[config.mk]
export PLATFORM = sky130hd
export DESIGN_NAME = hd_uart
export DESIGN_NICKNAME = d
export VERILOG_FILES = /design/src/rtl/hd_uart_pkg.sv /design/src/rtl/hd_uart_tx.sv /design/src/rtl/hd_uart_rx.sv /design/src/rtl/hd_uart_stat.sv /design/src/rtl/hd_uart.sv
export SDC_FILE = /design/constraint.sdc
export NUM_CORES = 1
export LEC_CHECK = 0
export ABC_AREA = 1
export BUFFER_PORTS_ARGS = -buffer_cell sky130_fd_sc_hd__buf_4
export CORE_MARGIN = 2
export CORE_UTILIZATION = 50
export CTS_CLUSTER_DIAMETER = 120
export DETAILED_ROUTE_END_ITERATION = 16
export GPL_TIMING_DRIVEN = 0
export PLACE_DENSITY = 0.7
export REMOVE_ABC_BUFFERS = 1
export SKIP_CTS_REPAIR_TIMING = 1
export SYNTH_ARGS = -nofsm -noshare
export SYNTH_HDL_FRONTEND = slang
export SYNTH_HIERARCHICAL = 1
export SYNTH_SLANG_ARGS = --single-unit
[constraint.sdc]
create_clock -name clk -period 4 [get_ports clk]
set_input_delay 0.2 -clock clk [delete_from_list [all_inputs] [get_ports clk]]
set_output_delay 0.2 -clock clk [all_outputs]
set_load 0.1 [all_outputs]
[src/rtl/hd_uart_pkg.sv]
package hd_uart_pkg;

    localparam int DW = 8;
    localparam int LW = $clog2(DW + 1);

    localparam int ST_TXP   = 0;
    localparam int ST_TXEN  = 1;
    localparam int ST_RXACT = 2;
    localparam int ST_RXBSY = 3;
    localparam int ST_PERR  = 4;
    localparam int ST_FERR  = 5;
    localparam int ST_NINTH = 7;

    typedef struct packed {
        logic [LW-1:0] len;
        logic          par_en;
        logic          par_odd;
    } frame_cfg_t;

    typedef enum logic [2:0] {
        TX_IDLE, TX_START, TX_DATA, TX_PAR, TX_STOP
    } tx_state_e;

    typedef enum logic [2:0] {
        RX_IDLE, RX_WAIT, RX_START, RX_DATA, RX_PAR, RX_STOP
    } rx_state_e;

    function automatic logic [LW-1:0] clamp_len(input logic [LW-1:0] l);
        if (l == '0) return LW'(1);
        if (int'(l) > DW) return LW'(DW);
        return l;
    endfunction

    function automatic logic [DW-1:0] len_mask(input logic [LW-1:0] l);
        logic [DW-1:0] m;
        m = '0;
        for (int i = 0; i < DW; i++) begin
            if (i < int'(l)) m[i] = 1'b1;
        end
        return m;
    endfunction

    function automatic logic par_of(input logic [DW-1:0] d, input logic [LW-1:0] l,
                                    input logic odd);
        return (^(d & len_mask(l))) ^ odd;
    endfunction

endpackage

[src/rtl/hd_uart_tx.sv]
module hd_uart_tx
    import hd_uart_pkg::*;
#(
    parameter int OVS = 8
) (
    input  logic          clk,
    input  logic          rst,
    input  logic          tick,
    input  logic          start,
    input  logic          abort,
    input  frame_cfg_t    cfg,
    input  logic [DW-1:0] data,
    output logic          txd,
    output logic          busy,
    output logic          par_bit
);
    localparam int CW = $clog2(OVS);

    tx_state_e     st;
    logic [CW-1:0] cnt;
    logic [DW-1:0] sh;
    logic [LW-1:0] left;
    logic          pen;
    logic          pbit;
    logic          last;

    assign last    = tick && (cnt == CW'(OVS - 1));
    assign busy    = (st != TX_IDLE);
    assign par_bit = pbit;

    always_ff @(posedge clk) begin
        if (rst) begin
            st   <= TX_IDLE;
            cnt  <= '0;
            sh   <= '0;
            left <= '0;
            pen  <= 1'b0;
            pbit <= 1'b0;
        end else if (start) begin
            st   <= TX_START;
            cnt  <= '0;
            sh   <= data & len_mask(clamp_len(cfg.len));
            left <= clamp_len(cfg.len);
            pen  <= cfg.par_en;
            pbit <= cfg.par_en & par_of(data, clamp_len(cfg.len), cfg.par_odd);
        end else if (abort) begin
            st  <= TX_IDLE;
            cnt <= '0;
        end else if (st != TX_IDLE && tick) begin
            cnt <= last ? '0 : cnt + 1'b1;
            if (last) begin
                unique case (st)
                    TX_START: st <= TX_DATA;
                    TX_DATA: begin
                        sh   <= sh >> 1;
                        left <= left - 1'b1;
                        if (left == LW'(1)) st <= pen ? TX_PAR : TX_STOP;
                    end
                    TX_PAR:  st <= TX_STOP;
                    TX_STOP: st <= TX_IDLE;
                    default: st <= TX_IDLE;
                endcase
            end
        end
    end

    always_comb begin
        unique case (st)
            TX_START: txd = 1'b0;
            TX_DATA:  txd = sh[0];
            TX_PAR:   txd = pbit;
            default:  txd = 1'b1;
        endcase
    end

    // every character begins with a low start bit
    a_r4_start_low: assert property (@(posedge clk) disable iff (rst)
        $rose(busy) |-> !txd);

    // an abort returns the line to idle on the next clock
    a_r3_abort_idle: assert property (@(posedge clk) disable iff (rst)
        (abort && !start) |=> (!busy && txd));

endmodule

[src/rtl/hd_uart_rx.sv]
module hd_uart_rx
    import hd_uart_pkg::*;
#(
    parameter int OVS = 8
) (
    input  logic          clk,
    input  logic          rst,
    input  logic          tick,
    input  logic          arm,
    input  frame_cfg_t    cfg,
    input  logic          rxd,
    output logic          busy,
    output logic          active,
    output logic [DW-1:0] data_o,
    output logic          perr,
    output logic          ferr,
    output logic          pbit
);
    localparam int CW  = $clog2(OVS);
    localparam int MID = OVS / 2;

    rx_state_e     st;
    logic [CW-1:0] cnt;
    logic [DW-1:0] sh;
    logic [LW-1:0] left;
    logic [LW-1:0] len_l;
    logic          pen;
    logic          podd;
    logic          pr;
    logic          smp_a;
    logic          smp_b;
    logic          s1;
    logic          s2;
    logic          s2d;
    logic          done;
    logic          fall;
    logic          at_a;
    logic          at_b;
    logic          at_c;
    logic          last;
    logic          bitv;
    logic [DW-1:0] aligned;

    assign fall    = s2d & ~s2;
    assign at_a    = tick && (cnt == CW'(MID - 1));
    assign at_b    = tick && (cnt == CW'(MID));
    assign at_c    = tick && (cnt == CW'(MID + 1));
    assign last    = tick && (cnt == CW'(OVS - 1));
    assign bitv    = (smp_a == smp_b) ? smp_a : s2;
    assign aligned = sh >> (LW'(DW) - len_l);
    assign busy    = (st != RX_IDLE);

    always_ff @(posedge clk) begin
        if (rst) begin
            s1  <= 1'b1;
            s2  <= 1'b1;
            s2d <= 1'b1;
        end else begin
            s1  <= rxd;
            s2  <= s1;
            s2d <= s2;
        end
    end

    always_ff @(posedge clk) begin
        if (rst) begin
            st     <= RX_IDLE;
            cnt    <= '0;
            sh     <= '0;
            left   <= '0;
            len_l  <= LW'(1);
            pen    <= 1'b0;
            podd   <= 1'b0;
            pr     <= 1'b0;
            smp_a  <= 1'b1;
            smp_b  <= 1'b1;
            active <= 1'b0;
            data_o <= '0;
            perr   <= 1'b0;
            ferr   <= 1'b0;
            pbit   <= 1'b0;
            done   <= 1'b0;
        end else begin
            done <= 1'b0;
            if (arm) begin
                st     <= RX_WAIT;
                cnt    <= '0;
                sh     <= '0;
                pr     <= 1'b0;
                active <= 1'b0;
                len_l  <= clamp_len(cfg.len);
                pen    <= cfg.par_en;
                podd   <= cfg.par_odd;
                perr   <= 1'b0;
                ferr   <= 1'b0;
                pbit   <= 1'b0;
            end else begin
                unique case (st)
                    RX_IDLE: begin
                    end
                    RX_WAIT: begin
                        if (fall) begin
                            st  <= RX_START;
                            cnt <= '0;
                        end
                    end
                    default: begin
                        if (tick) begin
                            cnt <= last ? '0 : cnt + 1'b1;
                            if (at_a) smp_a <= s2;
                            if (at_b) smp_b <= s2;
                            if (st == RX_START) begin
                                if (at_b) begin
                                    if (s2) begin
                                        st  <= RX_WAIT;
                                        cnt <= '0;
                                    end else begin
                                        active <= 1'b1;
                                    end
                                end else if (last) begin
                                    st   <= RX_DATA;
                                    left <= len_l;
                                end
                            end else if (st == RX_DATA) begin
                                if (at_c) begin
                                    sh   <= {bitv, sh[DW-1:1]};
                                    left <= left - 1'b1;
                                end
                                if (last && left == '0) st <= pen ? RX_PAR : RX_STOP;
                            end else if (st == RX_PAR) begin
                                if (at_c) pr <= bitv;
                                if (last) st <= RX_STOP;
                            end else begin
                                if (at_c) begin
                                    st     <= RX_IDLE;
                                    cnt    <= '0;
                                    active <= 1'b0;
                                    done   <= 1'b1;
                                    data_o <= aligned;
                                    ferr   <= ~bitv;
                                    perr   <= pen & (pr != par_of(aligned, len_l, podd));
                                    pbit   <= pen & pr;
                                end
                            end
                        end
                    end
                endcase
            end
        end
    end

    // a finished character leaves the receiver idle
    a_r10_done_idle: assert property (@(posedge clk) disable iff (rst)
        done |-> (!busy && !active));

    // no parity flags when parity is off
    a_r11_no_par_flags: assert property (@(posedge clk) disable iff (rst)
        (done && !pen) |-> (!perr && !pbit));

    // arming clears all error flags
    a_r12_arm_clears: assert property (@(posedge clk) disable iff (rst)
        (arm && !busy) |=> (!perr && !ferr && !pbit));

    // receive-active never appears without receive-busy
    a_r6_active_in_busy: assert property (@(posedge clk) disable iff (rst)
        active |-> busy);

endmodule

[src/rtl/hd_uart_stat.sv]
module hd_uart_stat
    import hd_uart_pkg::*;
(
    input  logic         clk,
    input  logic         rst,
    input  logic         put_req,
    input  logic         get_req,
    input  logic         en_wr,
    input  logic         en_wdata,
    input  logic         tx_busy,
    input  logic         tx_pbit,
    input  logic         rx_busy,
    input  logic         rx_active,
    input  logic         rx_perr,
    input  logic         rx_ferr,
    input  logic         rx_pbit,
    output logic         put_ok,
    output logic         get_ok,
    output logic         abort,
    output logic [7:0]   status
);
    logic free;
    logic en;
    logic dir_rx;

    assign free   = ~tx_busy & ~rx_busy;
    assign put_ok = put_req & free;
    assign get_ok = get_req & ~put_req & free;
    assign abort  = en_wr & ~en_wdata & ~put_ok & tx_busy;

    always_ff @(posedge clk) begin
        if (rst) begin
            en     <= 1'b0;
            dir_rx <= 1'b0;
        end else begin
            if (put_ok) en <= 1'b1;
            else if (en_wr) en <= en_wdata;
            if (put_ok) dir_rx <= 1'b0;
            else if (get_ok) dir_rx <= 1'b1;
        end
    end

    always_comb begin
        status           = '0;
        status[ST_TXP]   = tx_busy;
        status[ST_TXEN]  = en;
        status[ST_RXACT] = rx_active;
        status[ST_RXBSY] = rx_busy;
        status[ST_PERR]  = rx_perr;
        status[ST_FERR]  = rx_ferr;
        status[ST_NINTH] = dir_rx ? rx_pbit : tx_pbit;
    end

    // the two directions never run together
    a_r2_half_duplex: assert property (@(posedge clk) disable iff (rst)
        !(tx_busy && rx_busy));

    // a get raised during a transmission is dropped
    a_r2_get_blocked: assert property (@(posedge clk) disable iff (rst)
        (get_req && tx_busy) |=> !rx_busy);

    // an accepted put leaves the enable bit set
    a_r3_put_enables: assert property (@(posedge clk) disable iff (rst)
        put_ok |=> status[ST_TXEN]);

endmodule

[src/rtl/hd_uart.sv]
module hd_uart
    import hd_uart_pkg::*;
#(
    parameter int OVS = 8
) (
    input  logic          clk,
    input  logic          rst,
    input  logic          tick,
    input  logic [LW-1:0] cfg_len,
    input  logic          cfg_par_en,
    input  logic          cfg_par_odd,
    input  logic [DW-1:0] tx_data,
    input  logic          put_req,
    input  logic          get_req,
    input  logic          en_wr,
    input  logic          en_wdata,
    input  logic          rxd,
    output logic          txd,
    output logic [7:0]    status,
    output logic [DW-1:0] rx_data
);
    frame_cfg_t cfg;
    logic put_ok, get_ok, abort;
    logic tx_busy, tx_pbit;
    logic rx_busy, rx_active, rx_perr, rx_ferr, rx_pbit;

    assign cfg = '{len: cfg_len, par_en: cfg_par_en, par_odd: cfg_par_odd};

    hd_uart_stat u_stat (
        .clk(clk), .rst(rst), .put_req(put_req), .get_req(get_req),
        .en_wr(en_wr), .en_wdata(en_wdata), .tx_busy(tx_busy), .tx_pbit(tx_pbit),
        .rx_busy(rx_busy), .rx_active(rx_active), .rx_perr(rx_perr),
        .rx_ferr(rx_ferr), .rx_pbit(rx_pbit), .put_ok(put_ok), .get_ok(get_ok),
        .abort(abort), .status(status)
    );

    hd_uart_tx #(.OVS(OVS)) u_tx (
        .clk(clk), .rst(rst), .tick(tick), .start(put_ok), .abort(abort),
        .cfg(cfg), .data(tx_data), .txd(txd), .busy(tx_busy), .par_bit(tx_pbit)
    );

    hd_uart_rx #(.OVS(OVS)) u_rx (
        .clk(clk), .rst(rst), .tick(tick), .arm(get_ok), .cfg(cfg), .rxd(rxd),
        .busy(rx_busy), .active(rx_active), .data_o(rx_data), .perr(rx_perr),
        .ferr(rx_ferr), .pbit(rx_pbit)
    );

endmodule

==> metrics.txt <==
final hold vios=0; crit-path max FO=14; Internal Power=0.00128 W; Final #Nets=692; Core Area=8090 µm²; Gate Count Post-Synth=630; n_diodes=0; final WL=9.88 mm; r2r setup slk=1.15 ns; H-tree depth=3; Avg WL per Cell=12.9 µm; synthesized area=4130 µm²; share of power burned in registers=36.2%; CTS tree=built; total track usage=23.1%; Clock Sinks=64; r2r worst-path depth=19; Min Hold Slack=0.0404 ns; RSZ-0062 raised after global routing=no; most common cell after layout, fill and taps aside=nand2_1; die width=94.8 µm; Synthesis Warnings=6; gpl congestion=0.944; clock-pin slew on the worst setup and hold paths=0.08 ns; Worst-Margin Slew=0.902 ns; number of global-route vias before repair=3673; drt pass-1 iters=5; path type of the worst setup path=flip-flop to flip-flop; Rows=33; most frequent cells in the layout=nand2_1 (163), inv_1 (81), dfxtp_1 (64); Max Freq=351 MHz; synth unique cells=45; switching power of the nets=0.000718 W; Final ANT Viol Nets=0; largest net degree at the start of global routing=28; vias=4014; Starting Density=51.0%; first-pass GRT wire length=16.5 mm; reg2reg start=u_rx/len_l[0]$_SDFFE_PP1P_; Peak VDD IR=0.197 mV; Clock Skew=0.0134 ns; Setup Viol. Count Final=0; Relative slew margins=39.7%; outcome=finished, final reports clean; clock buffer depth=2; min-delay src=rxd; DIE HEIGHT=94.8 µm; CP Data Required Time=4.27 ns; Setup WS post-layout=1.15 ns; power per cell area=430 nW/µm²; Worst Setup Start Kind=flip-flop; Seq cells post-synth=64; Final min period=2.85 ns; reg-to-reg endpoint=u_rx/perr$_SDFFE_PP0P_; Min-Delay Path Depth=2; pre-CTS setup slack=1.22 ns; setup TNS=0 ns; Worst Path Arrival=3.12 ns; total congestion overflow=0; filler cell count=820; Max Slew Vio Count=0; Worst setup EP type=flip-flop; dpl hpwl=7.55 mm; Hold EP=u_rx/s1$_SDFF_PP1_; Root Buffer=clkbuf_8; Seq/Total Area, Yosys=31.0%; CP startpoint=u_rx/len_l[0]$_SDFFE_PP1P_; Sw Ratio=36.0%; Period Utilization, post-route=71.2%; P_leak=2.14 nW; DRT iter0 DRCs=188; Worst-Skew Late Latency=0.34 ns; Num CTS Buffers=9; Die ar.=9000 µm²; routed vias/inst=5.23; clock share of power=34.3%; antenna violations before repair=0; Remaining DRCs=0; Hold WC Path Type=primary input to flip-flop; Area growth syn-to-layout=12.5%; Avg Inst Size Synth=6.55 µm²; IO Port Bufs=37; IO Count=39; Comb power frac=29.5%; layout cells sized above 1=16.9%; Max-cap violations=0
-- power groups by stage --
stage	Sequential [W]	Clock [W]	Combinational, W
floorplan	0.000735	0	0.000444
global placement	0.000734	0	0.000576
detailed placement	0.000735	0	0.000586
CTS	0.000721	0.000699	0.000587
global route	0.000727	0.000730	0.000659
finish	0.000722	0.000684	0.000589
-- worst max-delay path, cell delays in order (launching register included) --
cell and delay [ns]:
dfxtp_1 0.62, inv_4 0.17, ha_1 0.25, inv_1 0.09
nand2_1 0.07, nand2_1 0.34, inv_1 0.17, nor2_1 0.16
nand3_1 0.10, nand2_1 0.11, inv_2 0.04, nor2_2 0.12
nand2_1 0.09, nand2_1 0.07, nand2_1 0.05, nand2_1 0.06
nand2_1 0.05, nand2_1 0.06, nand2_1 0.06, a21oi_2 0.11
-- logic make-up (layout without fill, tap and decap cells) --
| group | count (synthesis) | in the layout | synth area share, % |
|---|---|---|---|
| AOI/OAI and AO/OA | 119 | 119 | 16.6 |
| adders and majority gates | 13 | 13 | 3.94 |
| and+or+nand+nor | 318 | 318 | 36.2 |
| DFF | 64 | 64 | 31.0 |
| buffers and inverters | 114 | 146 | 11.9 |
| xor gates and xnor gates | 1 | 1 | 0.212 |
| other | 1 | 1 | 0.0909 |
-- worst max path at each step --
stage,to,slack [ns]
after floorplan,u_tx/sh[1]$_SDFFE_PP0P_,1.51
after global placement,u_rx/perr$_SDFFE_PP0P_,1.26
after detailed placement,u_rx/perr$_SDFFE_PP0P_,1.22
after CTS,u_rx/perr$_SDFFE_PP0P_,1.21
after global routing,u_rx/perr$_SDFFE_PP0P_,0.90
final,u_rx/perr$_SDFFE_PP0P_,1.15
-- state kept, by name (all words and copies together), names as in the netlist, 3 cells and up --
signal       cells
u_tx/sh          8
u_rx/cnt         3
u_rx/left        4
u_rx/st          3
u_rx/sh          8
u_rx/len_l       4
u_tx/cnt         3
u_rx/data_o      8
u_tx/st          3
u_tx/left        4
-- stage by stage --
stage | total power [W] | utilization [%] | instances | area, µm²
finish | 0.00200 | 57.4 | 767 | 4640
global route | 0.00212 | 57.4 | 767 | 4640
CTS | 0.00201 | 57.4 | 767 | 4640
detailed placement | 0.00132 | 54.3 | 751 | 4400
global placement | 0.00131 | 54.3 | 751 | 4400
floorplan | 0.00118 | - | 609 | 3990
-- layer usage --
layer	GRT usage, %	part of all wire (%)	vias up
li1	-	-	2089
met1	30.3	48	1822
met2	38.5	47	90
met3	2.95	3.7	13
met4	9.18	1.3	0
met5	0	0	-
-- final cells by class --
cell class / count / area, µm² / area share (%)
inverter: 93 / 352 / 7.57
clock buffer: 11 / 141 / 3.05
multi-input combinational: 452 / 2350 / 50.7
tap: 105 / 131 / 2.83
clock inverter: 5 / 104 / 2.24
sequential: 64 / 1280 / 27.6
timing repair buffer: 37 / 278 / 5.98
-- Yosys cell counts, drive strengths merged --
library cell,n,area share [%]
nand3b,3,0.64
a21oi,50,6.7
nand2,177,17
nor4,1,0.52
buf,14,2.7
nor3,14,2.1
clkinv,1,0.091
xor2,1,0.21
o22ai,1,0.15
nor2,60,6.6
a32oi,1,0.21
a2111oi,1,0.21
o21bai,1,0.18
clkbuf,7,0.64
nand3,56,8.0
or2,3,0.45
o21ai,42,5.1
a221oi,2,0.42
a311oi,1,0.21
a211oi,7,1.3
conb,1,0.091
o211ai,2,0.36
ha,13,3.9
a31oi,9,1.4
dfxtp,64,31
inv,92,8.4
a21o,1,0.21
nand4,4,0.61
o21a,1,0.18
(Power assumes the default switching activity.)
